<file path="config.mk">
export PLATFORM = sky130hd
export DESIGN_NAME = xonxoff_tx_inject
export DESIGN_NICKNAME = d
export VERILOG_FILES = /design/src/rtl/xinj_pkg.sv /design/src/rtl/xinj_level_watch.sv /design/src/rtl/xinj_burst_seq.sv /design/src/rtl/xinj_out_slot.sv /design/src/rtl/xonxoff_tx_inject.sv
export SDC_FILE = /design/constraint.sdc
export NUM_CORES = 1
export LEC_CHECK = 0
export CAP_MARGIN = 5
export CORE_UTILIZATION = 40
export DETAILED_ROUTE_END_ITERATION = 8
export PLACE_DENSITY = 0.92
export SYNTH_ARGS = -nofsm -noshare
export SYNTH_HDL_FRONTEND = slang
export SYNTH_HIERARCHICAL = 1
export SYNTH_SLANG_ARGS = --single-unit
</file>
<file path="constraint.sdc">
create_clock -name clk -period 2 [get_ports clk]
set_input_delay 0.2 -clock clk [delete_from_list [all_inputs] [get_ports clk]]
set_output_delay 0.2 -clock clk [all_outputs]
set_load 0.02 [all_outputs]
</file>
<file path="src/rtl/xinj_pkg.sv">
package xinj_pkg;
  localparam int CHAR_W    = 8;
  localparam int MIN_BITS  = 5;

  typedef enum logic {
    KIND_GO   = 1'b0,
    KIND_STOP = 1'b1
  } flow_kind_e;

  // Mask keeping the low MIN_BITS + wl bits of a character.
  function automatic logic [CHAR_W-1:0] len_mask(input logic [1:0] wl);
    logic [CHAR_W-1:0] m;
    for (int i = 0; i < CHAR_W; i++) begin
      m[i] = (i < MIN_BITS + int'(wl));
    end
    return m;
  endfunction

  // Picks the second character set for a given mode and burst position.
  function automatic logic use_second(input logic [1:0] mode, input logic odd_pos);
    return (mode == 2'b01) || ((mode == 2'b11) && odd_pos);
  endfunction
endpackage

</file>
<file path="src/rtl/xinj_level_watch.sv">
module xinj_level_watch #(
  parameter int LVL_W      = 7,
  parameter int TRIG_W     = 4,
  parameter int TRIG_SHIFT = 2
) (
  input  logic [LVL_W-1:0]  rx_level,
  input  logic [TRIG_W-1:0] halt_trig,
  input  logic [TRIG_W-1:0] resume_trig,
  output logic              above_halt,
  output logic              at_resume
);
  localparam int TL_W  = TRIG_W + TRIG_SHIFT;
  localparam int CMP_W = (LVL_W > TL_W) ? LVL_W : TL_W;

  logic [CMP_W-1:0] lvl_x;
  logic [CMP_W-1:0] halt_lvl;
  logic [CMP_W-1:0] resume_lvl;

  always_comb begin
    lvl_x      = CMP_W'(rx_level);
    halt_lvl   = CMP_W'(halt_trig) << TRIG_SHIFT;
    resume_lvl = CMP_W'(resume_trig) << TRIG_SHIFT;
    above_halt = lvl_x > halt_lvl;
    at_resume  = lvl_x <= resume_lvl;
  end
endmodule

</file>
<file path="src/rtl/xinj_burst_seq.sv">
module xinj_burst_seq
  import xinj_pkg::*;
#(
  parameter int REPEAT = 2,
  parameter int IDX_W  = $clog2(2*REPEAT+1)
) (
  input  logic              clk,
  input  logic              rst_n,
  input  logic [1:0]        tx_mode,
  input  logic              above_halt,
  input  logic              at_resume,
  input  logic              take_flow,
  input  logic [CHAR_W-1:0] xon_a,
  input  logic [CHAR_W-1:0] xon_b,
  input  logic [CHAR_W-1:0] xoff_a,
  input  logic [CHAR_W-1:0] xoff_b,
  output logic              burst_active,
  output logic [CHAR_W-1:0] flow_char,
  output logic              held,
  output logic [IDX_W-1:0]  burst_idx,
  output logic [IDX_W-1:0]  burst_len,
  output logic              start_stop,
  output logic              start_go
);
  flow_kind_e kind_q;
  logic [1:0] bmode_q;
  logic [1:0] held_mode_q;
  logic       last_char;
  logic       second;

  always_comb begin
    start_stop = !burst_active && !held && (tx_mode != 2'b00) && above_halt;
    start_go   = !burst_active && held && ((tx_mode == 2'b00) || at_resume);
    burst_len  = (bmode_q == 2'b11) ? IDX_W'(2*REPEAT) : IDX_W'(REPEAT);
    last_char  = take_flow && (burst_idx == burst_len - IDX_W'(1));
    second     = use_second(bmode_q, burst_idx[0]);
    if (kind_q == KIND_STOP) flow_char = second ? xoff_b : xoff_a;
    else                     flow_char = second ? xon_b  : xon_a;
  end

  always_ff @(posedge clk) begin
    if (!rst_n) begin
      burst_active <= 1'b0;
      held         <= 1'b0;
      kind_q       <= KIND_GO;
      bmode_q      <= 2'b00;
      held_mode_q  <= 2'b00;
      burst_idx    <= '0;
    end else if (start_stop) begin
      burst_active <= 1'b1;
      kind_q       <= KIND_STOP;
      bmode_q      <= tx_mode;
      held_mode_q  <= tx_mode;
      held         <= 1'b1;
      burst_idx    <= '0;
    end else if (start_go) begin
      burst_active <= 1'b1;
      kind_q       <= KIND_GO;
      bmode_q      <= held_mode_q;
      held         <= 1'b0;
      burst_idx    <= '0;
    end else if (take_flow) begin
      if (last_char) burst_active <= 1'b0;
      else           burst_idx    <= burst_idx + IDX_W'(1);
    end
  end
endmodule

</file>
<file path="src/rtl/xinj_out_slot.sv">
module xinj_out_slot
  import xinj_pkg::*;
(
  input  logic              clk,
  input  logic              rst_n,
  input  logic              burst_active,
  input  logic [CHAR_W-1:0] flow_char,
  input  logic              fifo_valid,
  input  logic [CHAR_W-1:0] fifo_data,
  input  logic [1:0]        word_len,
  input  logic              chr_ready,
  output logic              chr_valid,
  output logic [CHAR_W-1:0] chr_data,
  output logic              fifo_ready,
  output logic              take_flow,
  output logic              take_fifo
);
  logic              slot_free;
  logic [CHAR_W-1:0] mask;

  always_comb begin
    slot_free  = !chr_valid || chr_ready;
    take_flow  = slot_free && burst_active;
    fifo_ready = slot_free && !burst_active;
    take_fifo  = fifo_ready && fifo_valid;
    mask       = len_mask(word_len);
  end

  always_ff @(posedge clk) begin
    if (!rst_n) begin
      chr_valid <= 1'b0;
      chr_data  <= '0;
    end else if (take_flow) begin
      chr_valid <= 1'b1;
      chr_data  <= flow_char & mask;
    end else if (take_fifo) begin
      chr_valid <= 1'b1;
      chr_data  <= fifo_data & mask;
    end else if (chr_ready) begin
      chr_valid <= 1'b0;
    end
  end
endmodule

</file>
<file path="src/rtl/xonxoff_tx_inject.sv">
module xonxoff_tx_inject
  import xinj_pkg::*;
#(
  parameter int FIFO_DEPTH = 64,
  parameter int TRIG_W     = 4,
  parameter int TRIG_SHIFT = 2,
  parameter int REPEAT     = 2
) (
  input  logic                              clk,
  input  logic                              rst_n,
  input  logic [$clog2(FIFO_DEPTH+1)-1:0]   rx_level,
  input  logic [TRIG_W-1:0]                 halt_trig,
  input  logic [TRIG_W-1:0]                 resume_trig,
  input  logic [1:0]                        tx_mode,
  input  logic [CHAR_W-1:0]                 xon_a,
  input  logic [CHAR_W-1:0]                 xon_b,
  input  logic [CHAR_W-1:0]                 xoff_a,
  input  logic [CHAR_W-1:0]                 xoff_b,
  input  logic [1:0]                        word_len,
  input  logic                              fifo_valid,
  input  logic [CHAR_W-1:0]                 fifo_data,
  output logic                              fifo_ready,
  output logic                              chr_valid,
  output logic [CHAR_W-1:0]                 chr_data,
  input  logic                              chr_ready
);
  localparam int LVL_W = $clog2(FIFO_DEPTH+1);
  localparam int IDX_W = $clog2(2*REPEAT+1);

  // Named internal events, visible to the bound checker.
  logic              above_halt;
  logic              at_resume;
  logic              burst_active;
  logic [CHAR_W-1:0] flow_char;
  logic              held;
  logic [IDX_W-1:0]  burst_idx;
  logic [IDX_W-1:0]  burst_len;
  logic              start_stop;
  logic              start_go;
  logic              take_flow;
  logic              take_fifo;

  xinj_level_watch #(
    .LVL_W(LVL_W), .TRIG_W(TRIG_W), .TRIG_SHIFT(TRIG_SHIFT)
  ) u_watch (
    .rx_level   (rx_level),
    .halt_trig  (halt_trig),
    .resume_trig(resume_trig),
    .above_halt (above_halt),
    .at_resume  (at_resume)
  );

  xinj_burst_seq #(.REPEAT(REPEAT), .IDX_W(IDX_W)) u_seq (
    .clk         (clk),
    .rst_n       (rst_n),
    .tx_mode     (tx_mode),
    .above_halt  (above_halt),
    .at_resume   (at_resume),
    .take_flow   (take_flow),
    .xon_a       (xon_a),
    .xon_b       (xon_b),
    .xoff_a      (xoff_a),
    .xoff_b      (xoff_b),
    .burst_active(burst_active),
    .flow_char   (flow_char),
    .held        (held),
    .burst_idx   (burst_idx),
    .burst_len   (burst_len),
    .start_stop  (start_stop),
    .start_go    (start_go)
  );

  xinj_out_slot u_slot (
    .clk         (clk),
    .rst_n       (rst_n),
    .burst_active(burst_active),
    .flow_char   (flow_char),
    .fifo_valid  (fifo_valid),
    .fifo_data   (fifo_data),
    .word_len    (word_len),
    .chr_ready   (chr_ready),
    .chr_valid   (chr_valid),
    .chr_data    (chr_data),
    .fifo_ready  (fifo_ready),
    .take_flow   (take_flow),
    .take_fifo   (take_fifo)
  );
endmodule

</file>
======== After elaboration in Yosys (flattened, before gate mapping) ========
Index checks and enable logic that the tools add are counted.
word-level totals
  register bits ........................... 18
  bits in latches ......................... 0
  RAM bits ................................ 0
  ROM bits ................................ 0
  input bits .............................. 63
  logic and storage cells ................. 70
  memories ................................ 0
operators by class
  add/sub/neg operators ................... 3
  multipliers ............................. 0
  divide/modulo/power cells ............... 0
  order comparisons ....................... 10
  equality and inequality tests ........... 3
  shift operators ......................... 0
  mux-type cells .......................... 17
  bitwise logic cells ..................... 4
  reduce and logical (&&, ||, !) cells .... 26
operators by type and width
  cell                                                         number
  less-than comparator 4 x 32 -> 1 bit (first input constant)  4
  less-than comparator 3 x 32 -> 1 bit (first input constant)  2
  2-to-1 mux 8 bit                                             5
  less-than comparator 1 x 32 -> 1 bit (first input constant)  1
  less-than comparator 2 x 32 -> 1 bit (first input constant)  1
  bitwise AND 8 bit                                            2
  logical AND 1 bit                                            10
  2-to-1 mux 1 bit                                             9
  nonzero test 3 bit                                           3
  > comparator 7 x 6 -> 1 bit                                  1
  <= comparator 7 x 6 -> 1 bit                                 1
  nonzero test 2 bit                                           3
  adder 3 x 2 -> 4 bit (first input constant)                  1
  2-to-1 mux 2 bit                                             2
  AND reduction 2 bit                                          2
  adder 3 x 1 -> 3 bit (second input constant)                 1
  == test 3 bit                                                1
  zero test 1 bit                                              3
  logical OR 1 bit                                             3
  2-to-1 mux 3 bit                                             1
  OR reduction 3 bit                                           1
  subtractor 3 x 1 -> 3 bit (second input constant)            1
  == test 2 x 1 -> 1 bit (second input constant)               1
  == test 2 bit (second input constant)                        1
  2 further kinds                                              3

======== Logic depth before layout (Yosys ltp) ========
Gate-level depths: netlist (run 1).
  depth after elaboration ................. 9
  mapped depth ............................ 8
  gate-level depth less buffers ........... 8

======== By module ========
The synthesis (run 1) kept the hierarchy.
modules (own cells, without submodules)
  module            instances  cells an instance  area an instance (um^2)
  xinj_burst_seq    1          71                 734.5
  xinj_out_slot     1          49                 479.2
  xinj_level_watch  1          30                 214.0

======== Worst setup path after synthesis (run 1) ========
No wires, ideal clock.
  path type ............................... input-to-reg
  from .................................... in halt_trig[3]
  to ...................................... reg u_seq.bmode_q[0]
  data arrival time ....................... 1726 ps
  required time ........................... 1905 ps
  path slack .............................. 179 ps
  stages .................................. 8
  cells stage by stage .................... inv_1 -> ha_1 -> nand3_1 -> o221ai_1 -> o31a_1 -> o21ai_1 -> a221o_1 -> a221oi_1
on the way
  longest elaborated chain between the ends .. 3
ends and longest elaborated chain
  what                                                           RTL line                 RTL
  start: declaration                                             xonxoff_tx_inject.sv:12  input logic [TRIG_W-1:0] halt_trig,
  > comparator 7 x 6 -> 1 bit (*)                                xinj_level_watch.sv:23   above_halt = lvl_x > halt_lvl;
  net above_halt                                                 xonxoff_tx_inject.sv:31  logic above_halt;
  logical AND 1 bit (*)                                          xinj_burst_seq.sv:32     start_stop = !burst_active && !held && (tx_mode != 2'b00) && above_halt;
  2-to-1 mux 2 bit / nonzero test 2 bit (equally long branches)  --
  end signal: assignment                                         xinj_burst_seq.sv:52     bmode_q <= tx_mode;
  end signal: assignment                                         xinj_burst_seq.sv:59     bmode_q <= held_mode_q;
  end: declaration                                               xinj_burst_seq.sv:26     logic [1:0] bmode_q;
The timed path passes the listed nets; every way through them passes the cells marked *.
A chain may end at the register's enable or synchronous reset.

======== Worst setup path in the final report (run 1) ========
  from .................................... in rx_level[2]
  to ...................................... reg u_seq.bmode_q[1]
RTL lines
  what                                                           RTL line                 RTL
  start: declaration                                             xonxoff_tx_inject.sv:11  input logic [$clog2(FIFO_DEPTH+1)-1:0] rx_level,
  > comparator 7 x 6 -> 1 bit (*)                                xinj_level_watch.sv:23
  net above_halt                                                 xonxoff_tx_inject.sv:31
  logical AND 1 bit (*)                                          xinj_burst_seq.sv:32
  2-to-1 mux 2 bit / nonzero test 2 bit (equally long branches)  --
Marks and branches as above.

==> flow_metrics.env, run 1 <==
export IMPL_run_status="completed"
export IMPL_grt_first_pass_wirelength_um=5980
export IMPL_timing_max_slew_rel_slack_pct=52.7
export IMPL_ant_nets=0
export IMPL_syn_area_per_cell_sq_um=9.66
export IMPL_die_w_um=61.2
export IMPL_critical_path_max_stage_delay_ps=450
export IMPL_first_iter_violations=86
export IMPL_detailed_place_hpwl_um=3340
export IMPL_fp_dieArea_sq_um=3740
export IMPL_initial_utilization_pct=42.0
export IMPL_synthesis_area_sq_um=1400
export IMPL_power_share_switching_pct=33.7
export IMPL_htree_levels=1
export IMPL_hold_wc_path_type="reg -> reg"
export IMPL_timing_critical_path_cells="clkdlybuf4s50_1 > inv_1 > ha_1 > inv_1 > o31a_1 > buf_4 > nor4bb_2 > a211oi_1 > a221oi_1"
export IMPL_critical_path_class="in -> reg"
export IMPL_number_of_antenna_violations_at_the_first_check_in_global_routing=0
export IMPL_timing_critical_path_slowest_stage_cell="clkdlybuf4s50_1"
export IMPL_layout_area_overhead_vs_synth_pct=73.4
export IMPL_worstPathArrival_ps=2100
export IMPL_number_of_global_route_vias_before_repair=1424
export IMPL_number_of_i_o_pins=73
export IMPL_fmax_mhz=519
export IMPL_ys_warn_count=6
export IMPL_grt_start_max_net_pins=18
export IMPL_place_gp_congestion=0.845
export IMPL_dr_pass1_iters=4
export IMPL_pwr_share_comb_pct=52.5
export IMPL_tightestPinTransition_ps=709
export IMPL_final_cell_area_sq_um=2430
export IMPL_finalCoreUtilization_pct=72.8
export IMPL_final_min_period_over_clock_period_pct=96.3
export IMPL_place_port_buffers=72
export IMPL_startpoint_type="input pin"
export IMPL_cts_sinks=18
export IMPL_insertion_delay_ps=290
export IMPL_placed_cells=271
export IMPL_most_common_layout_cells="66 x clkdlybuf4s50_1, 18 x dfxtp_1, 15 x buf_4, 13 x inv_1, 11 x nor2_1"
export IMPL_clock_path_buffers=2
export IMPL_insertedDiodeCount=0
export IMPL_grt_overflow_total=0
export IMPL_nNetsFinal=304
export IMPL_critPathCaptureType="register"
export IMPL_tritoncts="built"
export IMPL_number_of_max_cap_violations=0
export IMPL_fp_dieH_um=61.2
export IMPL_design_core_area_sq_um=3340
export IMPL_postPlaceCellArea_sq_um=2250
export IMPL_syn_instance_count=145
export IMPL_power_dissipated_by_switching_net_loads_mw=0.454
export IMPL_final_setup_viol_count=0
export IMPL_rows=21
export IMPL_post_place_ws_ps=-387
export IMPL_vdd_ir_drop_worst_v=0.000253
export IMPL_slew_viol_final=0
export IMPL_layoutNonFillerInstCount=276
export IMPL_critical_path_peak_fanout=4
export IMPL_routed_via_density=5.51
export IMPL_route_vias_total=1522
export IMPL_global_route_usage_total_pct=21.7
export IMPL_finalWorstSetupSlack_ps=74.0
export IMPL_route_final_wire_length_um=4430
export IMPL_final_setup_skew_ps=0.789
export IMPL_path_common_cell="inv_1"
export IMPL_clock_tree_root_cell="clkbuf_4"
export IMPL_final_hold_violation_count=0
export IMPL_seq_power_share_pct=33.9
export IMPL_drcViolationCount=0
export IMPL_numCtsBuffers=3
export IMPL_layout_cells_most_common="clkdlybuf4s50_1"
export IMPL_wire_per_inst_um=16.0
export IMPL_min_period_ps=1930
export IMPL_leakagePower_nw=1.00
export IMPL_report_power_total_mw=1.35
export IMPL_power_internal_mw=0.895
export IMPL_postSynthNetCount=217
export IMPL_worstPathRequired_ps=2170
export IMPL_power_density_nw_per_um2=555
export IMPL_clock_pin_slew_on_the_worst_setup_and_hold_paths_ps=100
export IMPL_filler_cell_count=244
export IMPL_clock_power_share_pct=13.6
export IMPL_layout_drive_gt1_share_pct=24.3
==> sequential cells by signal, indices dropped and copies added, names as in the netlist <==
| name | flops |
|---|---|
| u_seq/bmode_q | 2 |
| u_seq/burst_active | 1 |
| u_seq/burst_idx | 3 |
| u_seq/held_mode_q | 2 |
| u_seq/kind_q | 1 |
| u_slot/chr_data | 8 |
| u_slot/chr_valid | 1 |
==> what timing repair did <==
item	4_1_cts	5_1_grt
hold buffers	0	0
resized for setup	4	21
endpoints found under the setup margin	3	9
pin swaps	4	7
setup buffers	1	1
==> path summary, 6_finish.rpt <==
| kind | startpoint | slack (ps) | to | cells past startpoint |
|---|---|---|---|---|
| max | rx_level[2] | 70 | u_seq/bmode_q[1] | 9 |
| min | u_slot/chr_data[6] | 480 | u_slot/chr_data[6] | 2 |
| max reg2reg | u_seq/bmode_q[1] | 140 | u_slot/chr_data[0] | 6 |
| min reg2reg | u_slot/chr_data[6] | 480 | u_slot/chr_data[6] | 2 |
==> power by group through the flow <==
| stage | sequential [mW] | clock, mW | combinational [mW] |
|---|---|---|---|
| final | 0.458 | 0.183 | 0.708 |
| after global routing | 0.466 | 0.206 | 0.757 |
| after CTS | 0.457 | 0.186 | 0.645 |
| after detailed placement | 0.465 | 0 | 0.628 |
| after global placement | 0.462 | 0 | 0.608 |
| after floorplan | 0.472 | 0 | 0.343 |
==> critical path: cells and delay by family <==
| kind | cells | cell delay [ps] |
|---|---|---|
| adders and majority gates | 1 | 280 |
| AOI/OAI and AO/OA | 3 | 740 |
| and+or+nand+nor | 1 | 170 |
| buffers and inverters | 4 | 710 |
==> metrics by stage <==
stage	hold slack, ps	setup TNS (ps)
floorplan	317	0
global placement	451	-1790
detailed placement	465	-2430
CTS	479	-2.36
global route	505	-8.53
finish	480	0
==> metal layers <==
layer  GRT usage, %  vias to the layer above  routed length, um
li1               -                      736                  -
met1           22.9                      703               1650
met2           42.4                       71               2430
met3           3.99                       12                218
met4           8.12                        0                123
met5              0                        -                  0
==> area by class of cell <==
type,instances,area (sq um),share of cell area [%]
clock buffer,3,22.5,0.927
tap,46,57.6,2.37
sequential,18,360,14.8
multi-input combinational,103,1050,43.3
inverter,18,70.1,2.88
timing repair buffer,88,868,35.7
(Power assumes the default switching activity.)
==> inputs of run 2 (changes only) <==
--- a/config.mk
+++ b/config.mk
@@ -6,9 +6,10 @@
 export NUM_CORES = 1
 export LEC_CHECK = 0
 export CAP_MARGIN = 5
-export CORE_UTILIZATION = 40
+export CORE_UTILIZATION = 37
+export CTS_BUF_LIST = sky130_fd_sc_hd__clkbuf_4
 export DETAILED_ROUTE_END_ITERATION = 8
-export PLACE_DENSITY = 0.92
+export PLACE_DENSITY = 0.89
 export SYNTH_ARGS = -nofsm -noshare
 export SYNTH_HDL_FRONTEND = slang
 export SYNTH_HIERARCHICAL = 1
==> constraint.sdc (replaced) <==
create_clock -name clk -period 1.6 [get_ports clk]
set_input_delay 0.16 -clock clk [delete_from_list [all_inputs] [get_ports clk]]
set_output_delay 0.16 -clock clk [all_outputs]
set_load 0.02 [all_outputs]
==> flow_metrics.env, run 2 (synthesized netlist as in run 1, its figures left out) <==
export IMPL_run_status="finished, violations left"
export IMPL_violations="setup timing"
export IMPL_number_of_max_cap_violations=0
export IMPL_cp_num_buf_inv=2
export IMPL_number_of_antenna_violations_at_the_first_check_in_global_routing=0
export IMPL_whs_endpoint="u_slot/chr_data[7]"
export IMPL_tritoncts="built"
export IMPL_largestRegisters="u_slot/chr_data (8), u_seq/burst_idx (3)"
export IMPL_final_min_period_over_clock_period_pct=104
export IMPL_wire_per_inst_um=15.6
export IMPL_drcViolationCount=0
export IMPL_final_setup_viol_count=6
export IMPL_grt_overflow_total=0
export IMPL_critical_path_max_stage_delay_ps=510
export IMPL_insertedDiodeCount=0
export IMPL_route_final_wire_length_um=4450
export IMPL_number_of_i_o_pins=73
export IMPL_clock_pin_slew_on_the_worst_setup_and_hold_paths_ps=110
export IMPL_number_of_global_route_vias_before_repair=1593
export IMPL_route_vias_total=1536
export IMPL_numCtsBuffers=3
export IMPL_layout_area_overhead_vs_synth_pct=82.8
export IMPL_design_core_area_sq_um=3470
export IMPL_worstPathRequired_ps=1790
export IMPL_initial_utilization_pct=40.4
export IMPL_place_gp_congestion=0.773
export IMPL_ff2ff_path_depth=6
export IMPL_nNetsFinal=313
export IMPL_layout_drive_gt1_share_pct=35.1
export IMPL_detailed_place_hpwl_um=3500
export IMPL_hold_wc_path_type="reg -> reg"
export IMPL_first_iter_violations=54
export IMPL_fp_dieArea_sq_um=4040
export IMPL_slew_viol_final=0
export IMPL_min_delay_startpoint="u_slot/chr_data[7]"
export IMPL_most_common_layout_cells="56 x clkdlybuf4s50_1, 24 x buf_4, 16 x dfxtp_1, 11 x nor2_1, 10 x dlygate4sd2_1"
export IMPL_reg2reg_setup_slack_ps=-70
export IMPL_global_route_usage_total_pct=22.4
export IMPL_ant_nets=0
export IMPL_power_density_nw_per_um2=690
export IMPL_fmax_mhz=599
export IMPL_cts_sinks=18
export IMPL_critical_path_class="reg -> reg"
export IMPL_ctsHoldBuffers=0
export IMPL_insertion_delay_ps=290
export IMPL_leakagePower_nw=1.02
export IMPL_routed_via_density=5.39
export IMPL_fp_dieH_um=63.5
export IMPL_critical_path_reg2reg_startpoint="u_seq/bmode_q[1]"
export IMPL_report_power_total_mw=1.77
export IMPL_die_w_um=63.5
export IMPL_finalWorstSetupSlack_ps=-68.1
export IMPL_vdd_ir_drop_worst_v=0.000336
export IMPL_timing_max_slew_rel_slack_pct=70.6
export IMPL_final_hold_violation_count=0
export IMPL_regMostFlops="u_slot/chr_data"
export IMPL_layout_cells_most_common="clkdlybuf4s50_1"
export IMPL_clock_path_buffers=2
export IMPL_grt_start_max_net_pins=17
export IMPL_final_setup_skew_ps=6.07
export IMPL_min_delay_path_depth=2
export IMPL_cp_top_family="compound AO/OA/AOI/OAI gates"
export IMPL_place_port_buffers=72
export IMPL_worstPathArrival_ps=1860
export IMPL_post_place_ws_ps=-951
export IMPL_timing_critical_path_slowest_stage_cell="mux4_2"
export IMPL_critical_path_peak_fanout=8
export IMPL_tightestPinTransition_ps=435
export IMPL_htree_levels=1
export IMPL_rows=21
export IMPL_clock_tree_root_cell="clkbuf_4"
export IMPL_min_period_ps=1670
export IMPL_timing_critical_path_cells="inv_2 > o21ai_4 > buf_12 > mux4_2 > a2bb2oi_1 > o221a_2"
export IMPL_finalCoreUtilization_pct=73.8
export IMPL_startpoint_type="register"
export IMPL_grt_first_pass_wirelength_um=7130
export IMPL_critPathCaptureType="register"
export IMPL_grt_setup_unrepaired="yes"
export IMPL_max_ffs_per_register=8
export IMPL_rr_endpoint="u_slot/chr_data[0]"
export IMPL_dr_pass1_iters=4
## run 2: how the worst max path moves through the flow
stage                           from            endpoint  slack (ps)  cells after the start
global route        u_seq/bmode_q[1]  u_slot/chr_data[0]        -120                      6
global placement        halt_trig[2]    u_seq/bmode_q[1]        -790                      9
floorplan           u_seq/bmode_q[1]  u_slot/chr_data[0]        -110                      5
CTS                 u_seq/bmode_q[1]  u_slot/chr_data[0]         -70                      6
finish              u_seq/bmode_q[1]  u_slot/chr_data[0]         -70                      6
detailed placement      halt_trig[2]    u_seq/bmode_q[1]        -950                      9
## run 2: per-stage QoR
step	TNS (ps)	instance area, sq um	std cells	hold WS [ps]
2_1_floorplan	-685	1470	145	277
3_5_place_dp	-7540	2400	280	461
6_report	-251	2560	285	476
4_1_cts	-311	2550	285	476
3_3_place_gp	-6460	2400	280	458
5_1_grt	-838	2560	285	477
## run 2: cell type report
class | count | area (sq um)
Multi-Input combinational cell | 103 | 1110
Timing Repair Buffer | 97 | 920
Fill cell | 248 | 907
Sequential cell | 18 | 363
Inverter | 18 | 90.1
Tap cell | 46 | 57.6
Clock buffer | 3 | 22.5
## run 2: layer usage
metal	track usage [%]	wire, um	vias up
li1	-	-	750
met1	23.5	1690	716
met2	42.6	2440	60
met3	4.89	236	10
met4	8.52	89	0
met5	0	0	-
## run 2: repair_timing
item,CTS,global route
setup buffers,3,0
pin swaps,20,3
setup endpoints to repair,16,15
resized for setup,67,4
## run 2: worst register-to-register path: stages, from the launching register on
cell and delay [ps]:
dfxtp_2 350, inv_2 50, o21ai_4 140, buf_12 150
mux4_2 510, a2bb2oi_1 150, o221a_2 220
## run 2: where the power goes
| group | internal (mW) | leakage, nW | switching, mW |
|---|---|---|---|
| sequential | 0.508 | 0.149 | 0.0571 |
| clock | 0.0874 | 0.0138 | 0.140 |
| combinational | 0.577 | 0.856 | 0.398 |
==> inputs of run 3 (changes only) <==
--- a/config.mk
+++ b/config.mk
@@ -6,10 +6,13 @@
 export NUM_CORES = 1
 export LEC_CHECK = 0
 export CAP_MARGIN = 5
-export CORE_UTILIZATION = 37
+export CORE_MARGIN = 1
+export CORE_UTILIZATION = 58
 export CTS_BUF_LIST = sky130_fd_sc_hd__clkbuf_4
+export CTS_CLUSTER_SIZE = 12
 export DETAILED_ROUTE_END_ITERATION = 8
-export PLACE_DENSITY = 0.89
+export DONT_BUFFER_PORTS = 1
+export PLACE_DENSITY = 0.87
 export SYNTH_ARGS = -nofsm -noshare
 export SYNTH_HDL_FRONTEND = slang
 export SYNTH_HIERARCHICAL = 1
==> flow_metrics.env, run 3 (synthesized netlist as in run 1, its figures left out) <==
export IMPL_run_status="finished, violations left"
export IMPL_violations="setup timing"
export IMPL_finalCoreUtilization_pct=75.5
export IMPL_ant_nets=0
export IMPL_layoutNonFillerInstCount=191
export IMPL_power_density_nw_per_um2=872
export IMPL_routed_via_density=6.65
export IMPL_dr_pass1_iters=4
export IMPL_cts_sinks=18
export IMPL_min_delay_startpoint="rst_n"
export IMPL_pwr_share_comb_pct=44.1
export IMPL_seq_power_share_pct=40.3
export IMPL_critical_path_class="reg -> reg"
export IMPL_power_share_switching_pct=35.3
export IMPL_worstPathArrival_ps=1840
export IMPL_clock_power_share_pct=15.6
export IMPL_design_core_area_sq_um=2250
export IMPL_critical_path_reg2reg_startpoint="u_seq/bmode_q[1]"
export IMPL_final_hold_violation_count=0
export IMPL_layout_drive_gt1_share_pct=33.1
export IMPL_tritoncts="built"
export IMPL_die_w_um=51.2
export IMPL_final_setup_viol_count=6
export IMPL_number_of_i_o_pins=73
export IMPL_most_common_layout_cells="16 x buf_4, 16 x dfxtp_1, 13 x inv_1, 11 x nor2_1, 8 x mux4_2"
export IMPL_grt_start_max_net_pins=22
export IMPL_insertedDiodeCount=0
export IMPL_hold_wc_path_type="in -> reg"
export IMPL_clock_pin_slew_on_the_worst_setup_and_hold_paths_ps=100
export IMPL_critPathCaptureType="register"
export IMPL_drcViolationCount=0
export IMPL_rows=17
export IMPL_detailed_place_hpwl_um=2910
export IMPL_clock_tree_root_cell="clkbuf_4"
export IMPL_leakagePower_nw=0.687
export IMPL_numCtsBuffers=3
export IMPL_placed_cells=182
export IMPL_timing_max_slew_rel_slack_pct=71.0
export IMPL_route_vias_total=1270
export IMPL_initial_utilization_pct=62.2
export IMPL_startpoint_type="register"
export IMPL_worstPathRequired_ps=1800
export IMPL_number_of_global_route_vias_before_repair=1328
export IMPL_number_of_max_cap_violations=0
export IMPL_place_port_buffers=0
export IMPL_critical_path_peak_fanout=5
export IMPL_route_final_wire_length_um=3680
export IMPL_grt_setup_unrepaired="yes"
export IMPL_place_gp_congestion=0.766
export IMPL_grt_overflow_total=0
export IMPL_power_internal_mw=0.959
export IMPL_final_setup_skew_ps=6.83
export IMPL_vdd_ir_drop_worst_v=0.000526
export IMPL_fp_dieH_um=51.2
export IMPL_nNetsFinal=236
export IMPL_filler_cell_count=158
export IMPL_largestRegisters="u_slot/chr_data (8), u_seq/burst_idx (3)"
export IMPL_global_route_usage_total_pct=30.1
export IMPL_min_period_ps=1640
export IMPL_power_dissipated_by_switching_net_loads_mw=0.525
export IMPL_finalWorstSetupSlack_ps=-43.7
export IMPL_number_of_antenna_violations_at_the_first_check_in_global_routing=0
export IMPL_max_ffs_per_register=8
export IMPL_startpoint="u_seq/bmode_q[1]"
export IMPL_slew_viol_final=0
export IMPL_first_iter_violations=35
export IMPL_wire_per_inst_um=19.3
export IMPL_final_min_period_over_clock_period_pct=103
export IMPL_fmax_mhz=608
export IMPL_grt_first_pass_wirelength_um=5750
export IMPL_regMostFlops="u_slot/chr_data"
export IMPL_clock_path_buffers=2
export IMPL_insertion_delay_ps=300
export IMPL_layout_area_overhead_vs_synth_pct=21.4
export IMPL_tightestPinTransition_ps=433
export IMPL_htree_levels=1
export IMPL_fp_dieArea_sq_um=2620
export IMPL_post_place_ws_ps=-231
[run 3: cell types whose count changed in the layout (fill, tap and decap cells not counted), moves of 3 or more]
cell             change
clkdlybuf4s50_1     -56
dlygate4sd3_1        +3
ha_1                 +4
buf_6                -5
dlygate4sd2_1       -10
inv_1                +4
inv_2                -4
buf_4                -8
ha_4                 -3
[run 3: final cells by class]
cell class                      count  area [sq um]  share of cell area (%)
Multi-Input combinational cell    103          1020                    59.8
Sequential cell                    18           363                    21.3
Timing Repair Buffer               20           170                    10.0
Inverter                           18          90.1                    5.29
Tap cell                           28          35.0                    2.06
Clock buffer                        3          22.5                    1.32
Clock inverter                      1          3.75                   0.221
[run 3: per-stage QoR]
stage | power, mW | hold WS (ps) | area [sq um] | TNS (ps)
after floorplan | 1.04 | 277 | 1470 | -685
after detailed placement | 1.20 | 293 | 1600 | -1070
after global routing | 1.57 | 8.78 | 1700 | -402
after global placement | 1.16 | 283 | 1600 | -374
after CTS | 1.45 | 0.331 | 1650 | -39.1
final | 1.48 | 10.2 | 1700 | -146
[run 3: repair_timing]
action	4_1_cts	5_1_grt
buffers inserted	1	1
gates resized for setup	1	5
pin swaps	1	0
endpoints found under the hold margin	8	2
setup endpoints to repair	9	9
hold buffers	2	1
[run 3: power by group through the flow]
stage          logic, mW  registers (mW)  clock network [mW]
3_3_place_gp       0.565           0.600                   0
6_report           0.654           0.598               0.232
3_5_place_dp       0.594           0.607                   0
4_1_cts            0.610           0.597               0.239
5_1_grt            0.704           0.606               0.265
2_1_floorplan      0.445           0.591                   0
[run 3: path summary, 6_finish.rpt]
path              slack [ps]  cells after the start                   end
setup / recovery         -40                      6    u_slot/chr_data[4]
hold reg to reg          500                      2  u_seq/held_mode_q[0]
setup reg to reg         -40                      6    u_slot/chr_data[4]
hold / removal            10                      1    u_seq/burst_idx[1]
[run 3: critical path, cell delays in order, from the launching register on]
cell       delay (ps)
dfxtp_2           360
inv_2              50
o21ai_4           150
buf_12            140
mux4_2            500
a2bb2oi_2         140
o221a_1           210
[run 3: per-layer routing]
| layer | track usage [%] | vias up | share of wire, % |
|---|---|---|---|
| met2 | 57.7 | 66 | 53 |
| met5 | 0 | - | 0 |
| met4 | 13.0 | 0 | 2.7 |
| li1 | - | 601 | - |
| met3 | 9.82 | 13 | 8.2 |
| met1 | 28.7 | 590 | 36 |
